===== src/rtl/shx_pkg.sv =====
package shx_pkg;

    localparam int unsigned DATA_W = 32;

    typedef enum logic [1:0] {
        OP_LSL = 2'b00,
        OP_ASR = 2'b01,
        OP_LSR = 2'b10,
        OP_ROR = 2'b11
    } shx_op_e;

endpackage


===== src/rtl/shx_widen.sv =====
module shx_widen #(
    parameter int unsigned DW = 32,
    localparam int unsigned EW = 2 * DW - 1
) (
    input  logic [DW-1:0] src_word,
    input  logic [1:0]    shift_op,
    output logic [EW-1:0] wide_word
);
    import shx_pkg::*;

    shx_op_e op_q;
    assign op_q = shx_op_e'(shift_op);

    always_comb begin
        unique case (op_q)
            OP_LSL:  wide_word = {src_word, {(DW-1){1'b0}}};
            OP_ASR:  wide_word = {{(DW-1){src_word[DW-1]}}, src_word};
            OP_LSR:  wide_word = {{(DW-1){1'b0}}, src_word};
            OP_ROR:  wide_word = {src_word[DW-2:0], src_word};
            default: wide_word = '0;
        endcase
    end

endmodule


===== src/rtl/shx_amount.sv =====
module shx_amount #(
    parameter int unsigned AW = 5
) (
    input  logic [AW-1:0] shift_amt,
    input  logic [1:0]    shift_op,
    output logic [AW-1:0] eff_amt
);
    import shx_pkg::*;

    always_comb begin
        if (shx_op_e'(shift_op) == OP_LSL) begin
            eff_amt = ~shift_amt;
        end else begin
            eff_amt = shift_amt;
        end
    end

endmodule


===== src/rtl/shx_level.sv =====
module shx_level #(
    parameter int unsigned DW = 32,
    parameter int unsigned SH = 16,
    localparam int unsigned IN_W  = DW + 2 * SH - 1,
    localparam int unsigned OUT_W = DW + SH - 1
) (
    input  logic [IN_W-1:0]  lvl_in,
    input  logic             sel,
    output logic [OUT_W-1:0] lvl_out
);
    logic [SH-1:0] dropped_low;
    assign dropped_low = lvl_in[SH-1:0];

    always_comb begin
        if (sel) begin
            lvl_out = lvl_in[SH +: OUT_W];
        end else begin
            lvl_out = lvl_in[OUT_W-1:0];
        end
    end

endmodule


===== src/rtl/shx_barrel.sv =====
module shx_barrel #(
    parameter int unsigned DW = 32,
    localparam int unsigned AW = $clog2(DW),
    localparam int unsigned EW = 2 * DW - 1
) (
    input  logic [DW-1:0] src_word,
    input  logic [AW-1:0] shift_amt,
    input  logic [1:0]    shift_op,
    output logic [DW-1:0] result_word
);
    logic [EW-1:0] wide_word;
    logic [AW-1:0] eff_amt;

    shx_widen #(.DW(DW)) widen_i (
        .src_word  (src_word),
        .shift_op  (shift_op),
        .wide_word (wide_word)
    );

    shx_amount #(.AW(AW)) amount_i (
        .shift_amt (shift_amt),
        .shift_op  (shift_op),
        .eff_amt   (eff_amt)
    );

    // Levels run from the largest step (first) to a step of one (last).
    for (genvar g = 0; g < AW; g++) begin : g_lvl
        localparam int unsigned SH    = 1 << (AW - 1 - g);
        localparam int unsigned IN_W  = DW + 2 * SH - 1;
        localparam int unsigned OUT_W = DW + SH - 1;

        logic [IN_W-1:0]  lin;
        logic [OUT_W-1:0] lout;

        if (g == 0) begin : g_head
            assign lin = wide_word;
        end else begin : g_chain
            assign lin = g_lvl[g-1].lout;
        end

        shx_level #(.DW(DW), .SH(SH)) level_i (
            .lvl_in  (lin),
            .sel     (eff_amt[AW-1-g]),
            .lvl_out (lout)
        );
    end

    assign result_word = g_lvl[AW-1].lout;

endmodule


===== config.mk =====
export PLATFORM = sky130hd
export DESIGN_NAME = shx_barrel
export DESIGN_NICKNAME = d
export VERILOG_FILES = /design/src/rtl/shx_pkg.sv /design/src/rtl/shx_widen.sv /design/src/rtl/shx_amount.sv /design/src/rtl/shx_level.sv /design/src/rtl/shx_barrel.sv
export SDC_FILE = /design/constraint.sdc
export NUM_CORES = 1
export LEC_CHECK = 0
export BUFFER_PORTS_ARGS = -buffer_cell sky130_fd_sc_hd__buf_2
export CAP_MARGIN = 40
export CORE_MARGIN = 10
export CORE_UTILIZATION = 45
export DETAILED_ROUTE_END_ITERATION = 7
export GPL_TIMING_DRIVEN = 0
export PLACE_DENSITY = 0.67
export SETUP_SLACK_MARGIN = 0.1
export SLEW_MARGIN = 20
export SYNTH_ARGS = -nofsm -noshare
export SYNTH_HDL_FRONTEND = slang
export SYNTH_SLANG_ARGS = --single-unit

===== constraint.sdc =====
create_clock -name vclk -period 2.3
set_input_delay 0 -clock vclk [all_inputs]
set_output_delay 0 -clock vclk [all_outputs]
set_load 0.01 [all_outputs]

* After elaboration in Yosys (flattened, before gate mapping) *
Cells that the tools add are included.

cells by class
  eq/ne operators = 3
  multiplexer cells = 7
  bitwise gates (word level) = 1
  reductions and logical operators = 1

operator list
  kind                  count
  $pmux W63 S4          1
  $mux W47              1
  $mux W39              1
  $mux W35              1
  $mux W33              1
  $mux W32              1
  $mux W5               1
  $not A5 Y5            1
  $eq A2 B2 Y1 const B  2
  $eq A2 B1 Y1 const B  1
  $logic_not A2 Y1      1

word-level totals
  register bits after elaboration = 0
  input bits = 39
  output and inout bits = 32
  word-level logic and storage cells = 12

* Depth between registers and ports, before layout *
Gate-level depths: netlist of run 1.

  depth after elaboration = 7
  mapped depth = 12
  gate-level depth less buffers = 7

* Cells and area by module *
A second synthesis of run 1 with hierarchy kept.

second synthesis, totals
  cell total of the unflattened synthesis = 326
  area total of the unflattened synthesis = 4023.9 um^2

by module, submodules not included
  module                        times used  cells an instance  area an instance (um^2)  sequential area each (um^2)
  shx_widen                     1           113                1081.0                   0.0
  shx_level (g_lvl[0].level_i)  1           52                 691.9                    0.0
  shx_level (g_lvl[2].level_i)  1           39                 578.1                    0.0
  shx_level (g_lvl[3].level_i)  1           37                 555.5                    0.0
  shx_level (g_lvl[4].level_i)  1           36                 544.3                    0.0
  shx_level (g_lvl[1].level_i)  1           43                 518.0                    0.0
  shx_amount                    1           6                  55.1                     0.0

* Least setup slack after synthesis of run 1 *
No wires, ideal clock.

  path kind = input to output
  start point = in shift_op[1]
  end point = out result_word[21]
  data arrival time = 1.934 ns
  required time = 2.300 ns
  path slack = 0.366 ns
  cell stages on the path = 8
  cells stage by stage = buf_6 or3_1 nand2_2 mux2i_1 a21oi_1 mux2_2 mux2_4 a221o_1

between the ends
  cells in the longest elaborated chain, start to end = 7
  elaborated cells on any way between the ends = 11

RTL lines
  element                                         RTL line                           source
  start: declaration                              shx_barrel.sv:8                    input logic [1:0] shift_op,
  $eq A2 B2 Y1 (tied with other cells)            shx_widen.sv:15                    unique case (op_q)
  $pmux W63 S4 / $mux W5 (equally long branches)  shx_widen.sv:15, shx_amount.sv:11
  $mux W47                                        shx_level.sv:15                    if (sel) begin
  $mux W39                                        shx_level.sv:15
  $mux W35                                        shx_level.sv:15
  $mux W33                                        shx_level.sv:15
  $mux W32 *                                      shx_level.sv:15
  end: declaration                                shx_barrel.sv:9                    output logic [DW-1:0] result_word

Mark *: on every way between the ends. The rest lies on a longest branch, timed or not.

* Final worst setup path of run 1 *
  start point = in src_word[31]
  end point = out result_word[27]

between the ends
  cells in the longest elaborated chain, start to end = 6

RTL lines
  element             RTL line         source
  start: declaration  shx_barrel.sv:6  input logic [DW-1:0] src_word,
  $pmux W63 S4        shx_widen.sv:15
  $mux W47            shx_level.sv:15
  $mux W39            shx_level.sv:15
  $mux W35            shx_level.sv:15
  $mux W33            shx_level.sv:15
  $mux W32            shx_level.sv:15

Every way passes these cells.

==> results.json, run 1 <==
{
  "tightest_slew_ns": 0.655,
  "cp_cell_sequence": "buf_2, buf_2, clkbuf_4, mux2i_1, o2bb2ai_1, o22ai_2, o32ai_2, nor2_1, a21oi_1, mux2_2, buf_2",
  "track_usage_pct": 30.4,
  "critPathMaxFanout": 10,
  "period_share_pct": 98.3,
  "yosysSeqAreaShare_pct": 0,
  "syn_inst": 559,
  "setup_tns_ns": 0,
  "fin_hold_ws_ns": 0.547,
  "final_max_slew_viol_count": 0,
  "hold_path_depth": 5,
  "nFlopsAndLatches": 0,
  "final.fill_count": 753,
  "grt_start_max_net_pins": 11,
  "critPathBufInv": 4,
  "holdCritStartpoint": "shift_amt[0]",
  "synthToLayoutAreaGrowth_pct": 37.8,
  "dp_hpwl_mm": 16.1,
  "synth_cell_types": 76,
  "dr.max_layer_used": "met4",
  "dieArea_sq_um": 12700,
  "fp-row-count": 33,
  "globalplace.congestion": 1.17,
  "port_buffers": 67,
  "routed_via_density": 7.53,
  "p_leak_nw": 2.19,
  "die_x_um": 113,
  "first_pass_iters": 7,
  "grt_pass1_vias": 5165,
  "layout_min_cycle_time_ns": 2.26,
  "crit_family": "compound AO/OA/AOI/OAI gates",
  "wl_met3_mm": 3.20,
  "io_pins": 71,
  "fmax_mhz": 442,
  "hold_end": "result_word[0]",
  "irDropWorstVdd_mv": 0.196,
  "wl_per_cell_um": 28.6,
  "critPathKind": "input port to primary output",
  "drc": 0,
  "p_per_area_nw_per_um2": 348,
  "slew_headroom_pct": 56.4,
  "fp.dieH_um": 113,
  "antenna_found_initial": 0,
  "wl_met1_mm": 7.95,
  "grt_pass1_wl_mm": 31.5,
  "postCtsHoldBufs": 0,
  "nets": 704,
  "drv_cap": 0,
  "routed_wl_mm": 21.9,
  "vias": 5786,
  "num_antenna_cells": 0,
  "seqCellArea_sq_um": 0,
  "hold_path.class": "input port to primary output",
  "core_sq_um": 8300,
  "arrival_ns": 2.26,
  "drtIter0Drc": 1000,
  "drt.antenna.violating_nets": 0,
  "cp-start-kind": "input port",
  "required_ns": 2.30,
  "power_mw": 1.86,
  "final-hold-violation-count": 0,
  "grt_overflow": 0,
  "synth.cell_area_sq_um": 3880,
  "clkbuf_count": 0,
  "outcome": "finished, final reports clean",
  "drive_gt1_share_pct": 43.3,
  "place_inst": 731,
  "syn_avg_cell_area_sq_um": 6.94,
  "rsz0062_at_grt": "yes",
  "syn_nets": 598,
  "path_common_cell": "buf_2",
  "wl_met2_mm": 9.46,
  "crit_path_top_delay_cell": "o32ai_2",
  "cp-end-kind": "primary output",
  "start_util_pct": 46.7,
  "layout.cells.non_filler": 768,
  "yosysWarnings": 0,
  "critPathMaxStageDelay_ns": 0.38,
  "setup_viol_count_final": 0
}
==> where the power goes <==
group	switching [mW]	internal, mW	leakage (nW)
clock network	0	0	0
logic	1.08	0.774	2.19
registers	0	0	0
==> cell families after synthesis <==
group / after synthesis / share of synthesized area, %
compound gates: 246 / 44.3
xor+xnor: 4 / 1.10
buf+inv: 63 / 9.35
mux: 85 / 25.3
simple gates: 161 / 19.9
==> worst min-delay path, cell delays in order <==
cell and delay (ns):
buf_2 0.13, nand2_1 0.09, a21o_1 0.13, nand2_1 0.06, buf_2 0.14
==> area by class of cell <==
type / count / area [sq um] / area share (%)
Timing Repair Buffer: 103 / 673 / 12.6
Inverter: 4 / 15.0 / 0.281
Buffer: 59 / 503 / 9.41
Multi-Input combinational cell: 497 / 4020 / 75.3
Tap cell: 105 / 131 / 2.46
==> how the worst max path moves through the flow <==
| stage | from | to | slack, ns | depth (start not counted) |
|---|---|---|---|---|
| after global placement | src_word[31] | result_word[27] | -0.24 | 11 |
| after detailed placement | src_word[31] | result_word[27] | -0.27 | 11 |
| after global routing | shift_op[0] | result_word[20] | 0.004 | 11 |
| after CTS | shift_op[0] | result_word[10] | 0.09 | 12 |
| after floorplan | shift_op[1] | result_word[21] | 0.37 | 8 |
| final | src_word[31] | result_word[27] | 0.04 | 11 |
==> layout by cell type, fill, tap and decap left out, types with 13 or more instances in the layout <==
master    n
buf_2    76
a21oi_1  52
nand2_1  49
nor2_1   46
mux2i_1  45
buf_4    39
o21ai_0  18
mux2_2   16
buf_6    14
o22ai_1  14
o21ai_1  13
==> per-layer routing <==
metal | vias up | global-route usage (%)
met4 | 0 | 12.5
li1 | 2421 | -
met5 | - | 0
met1 | 2689 | 39.6
met2 | 560 | 47.5
met3 | 116 | 6.29
==> through the flow <==
stage          util, %  cell area [sq um]  setup WS [ns]
2_1_floorplan        -               3880          0.366
3_3_place_gp      52.4               4350         -0.236
3_5_place_dp      52.4               4350         -0.273
4_1_cts           55.5               4600         0.0870
5_1_grt           64.4               5350        0.00446
6_report          64.4               5350         0.0389
==> Yosys cell counts, types with 4 or more instances <==
library cell | instances | area share (%)
o21ai_0 | 31 | 4.0
o21ai_1 | 8 | 1.0
a31oi_1 | 6 | 0.97
buf_4 | 8 | 1.5
nor2_1 | 49 | 4.7
or3_1 | 5 | 0.81
o2bb2ai_1 | 18 | 4.1
a221oi_1 | 5 | 1.1
nor3_1 | 11 | 1.4
nand3_1 | 9 | 1.2
nand2_1 | 53 | 5.1
a22oi_1 | 12 | 2.3
o22ai_1 | 17 | 2.7
a211oi_1 | 13 | 2.5
a221o_1 | 11 | 2.8
nand2b_1 | 8 | 1.3
mux4_2 | 8 | 4.6
a21o_1 | 6 | 1.2
clkbuf_1 | 12 | 1.2
o221ai_1 | 7 | 1.6
a21boi_0 | 4 | 0.77
buf_6 | 9 | 2.6
mux2i_1 | 55 | 14
a21oi_1 | 59 | 7.6
buf_1 | 7 | 0.68
o211ai_1 | 7 | 1.4
buf_2 | 23 | 3.0
mux2_2 | 20 | 5.8
==> timing repair <==
action	in CTS	in global routing
gates cloned	0	3
setup endpoints to repair	32	32
pin swaps	7	21
gates resized for setup	67	114
setup buffers	3	31
No activity file was read; power rests on OpenSTA's default activity.
==> run 2: changes to the inputs <==
ABC_AREA = 1   (was unset)
PLACE_DENSITY = 0.69   (was 0.67)
==> run 2 against run 1 <==
  * Cell area shrank 40%
  * Wire length decreased by 41%
  * Total power down 32%
  * Hold slack better by 0.0070 ns
  * Area after synthesis decreased by 28%
  * Sequential cell count is the same
  * Critical path depth increased by 1
  * Global-route usage decreased by 5.5 points
  * Final cell count down 1.3%
  * Synthesized cell count rose by 9.8%
  * Utilization fell by 10 points
  * Critical endpoint is now result_word[14]
==> results.json, run 2 <==
{
  "outcome": "finished, final reports clean",
  "synth_compound_area_share_pct": 4.23,
  "track_usage_pct": 24.9,
  "vias": 4594,
  "crit_family": "simple AND/OR/NAND/NOR gates",
  "cp_cell_sequence": "buf_2, nor2_4, nor2_4, nor2_2, inv_2, buf_2, nand3_1, nand3_1, nand3_1, nand3_1, nand2_1, buf_2",
  "p_per_area_nw_per_um2": 392,
  "synthSimpleGateAreaFrac_pct": 85.1,
  "grt_overflow": 0,
  "synth_fa_ha_area_share_pct": 0,
  "hold_path.class": "input port to primary output",
  "globalplace.congestion": 1.06,
  "power_mw": 1.26,
  "port_buffers": 69,
  "yosysWarnings": 0,
  "drive_gt1_share_pct": 16.4,
  "layout_min_cycle_time_ns": 1.96,
  "period_share_pct": 85.3,
  "syn_inst": 614,
  "fin_area_sq_um": 3220,
  "syn_nets": 653,
  "tightest_slew_ns": 0.546,
  "final-hold-violation-count": 0,
  "drc": 0,
  "slew_headroom_pct": 63.6,
  "fin_hold_ws_ns": 0.554,
  "p_leak_nw": 1.82,
  "nets": 724,
  "arrival_ns": 1.96,
  "fp-row-count": 28,
  "grt_pass1_vias": 4268,
  "postCtsHoldBufs": 0,
  "num_antenna_cells": 0,
  "setup_viol_count_final": 0,
  "syn_avg_cell_area_sq_um": 4.53,
  "critPathBufInv": 4,
  "die_x_um": 98.6,
  "synth_top_family_by_area": "simple AND/OR/NAND/NOR gates",
  "critPathMaxFanout": 10,
  "synthMuxAreaShare_pct": 0,
  "cp-start-kind": "input port",
  "dieArea_sq_um": 9730,
  "core_sq_um": 5960,
  "rsz0062_at_grt": "no",
  "path_common_cell": "nand3_1",
  "synth.cell_area_sq_um": 2780,
  "antenna_found_initial": 0,
  "wl_per_cell_um": 17.2,
  "synthToLayoutAreaGrowth_pct": 15.8,
  "io_pins": 71,
  "irDropWorstVdd_mv": 0.204,
  "critPathMaxStageDelay_ns": 0.30,
  "synth_top_area_cell": "nand3_1",
  "fp.dieH_um": 98.6,
  "cp-end-kind": "primary output",
  "first_pass_iters": 5,
  "final_max_slew_viol_count": 0,
  "fin_util_pct": 54.1,
  "required_ns": 2.30,
  "grt_pass1_wl_mm": 20.8,
  "critPathKind": "input port to primary output",
  "use_met3_pct": 7.40,
  "post_cts_buffers": 0,
  "synth_xor_area_share_pct": 1.48,
  "start_util_pct": 46.7,
  "drtIter0Drc": 505,
  "clkbuf_count": 0,
  "setup_tns_ns": 0,
  "synth_common_cells": "255 x nand2_1, 255 x nand3_1, 21 x buf_2, 15 x clkbuf_1, 10 x inv_1",
  "placed_cell_area_sq_um": 3220,
  "crit_path_top_delay_cell": "nor2_4",
  "cts-resized-gates": 0,
  "drv_cap": 0,
  "nFlopsAndLatches": 0,
  "yosysSeqAreaShare_pct": 0,
  "mostFrequentLayoutCells": "255 x nand2_1, 255 x nand3_1, 90 x buf_2",
  "grt_start_max_net_pins": 11,
  "seqCellArea_sq_um": 0,
  "routed_wl_mm": 13.0,
  "busiest_layer": "met2",
  "fmax_mhz": 510,
  "dp_hpwl_mm": 10.8,
  "synth_cell_types": 20,
  "drt.antenna.violating_nets": 0,
  "synth_top_area_share_pct": 45.9,
  "gr-usage-met1_pct": 30.4,
  "routed_via_density": 6.06,
  "synth_area_leaders": "nand3_1 46%, nand2_1 34%, buf_2 3.8%, clkbuf_1 2.0%, or2_2 2.0%",
  "met2_usage_pct": 40.9
}
==> run 2: changes by cell type after synthesis, sizes merged, moves of 12 or more <==
cell / previous run / this run
nor3: 13 / 0
a22oi: 12 / 0
o2bb2ai: 18 / 0
a211oi: 13 / 0
nand3: 9 / 255
o21ai: 41 / 10
mux2i: 55 / 0
a21oi: 60 / 3
buf: 47 / 30
o22ai: 18 / 0
mux2: 22 / 0
nor2: 52 / 12
nand2: 54 / 256
==> run 2: stage by stage <==
stage	std cells	setup WS, ns
CTS	758	0.415
detailed placement	758	0.417
global route	758	0.134
global placement	758	0.447
finish	758	0.337
floorplan	614	1.04
==> run 2: area by class of cell <==
| type | count | area, sq um |
|---|---|---|
| plain buffers | 45 | 206 |
| fillers | 720 | 2740 |
| inverters | 13 | 48.8 |
| multi-input cells | 556 | 2530 |
| well taps | 75 | 93.8 |
| repair buffers | 69 | 345 |
==> run 2: logic make-up (layout without fill, tap and decap cells) <==
kind of cell / count (synthesis) / in the layout
buffers and inverters: 58 / 127
XOR/XNOR: 3 / 3
AND/OR/NAND/NOR: 533 / 533
AO/OA/AOI/OAI: 20 / 20
==> run 2: path summary, 6_finish.rpt <==
kind                          from              end  slack (ns)  cells past startpoint
worst min-delay path  shift_amt[0]  result_word[13]        0.55                      5
worst max-delay path   shift_op[1]  result_word[14]        0.34                     12
==> run 2: where the power goes <==
group / internal (mW) / leakage, nW / switching (mW)
combinational: 0.421 / 1.82 / 0.841
sequential: 0 / 0 / 0
clock: 0 / 0 / 0
==> run 2: metal layers <==
layer,vias up,share of wire [%]
li1,2217,-
met1,2064,40
met2,278,45
met3,35,12
met4,0,3.2
met5,-,0
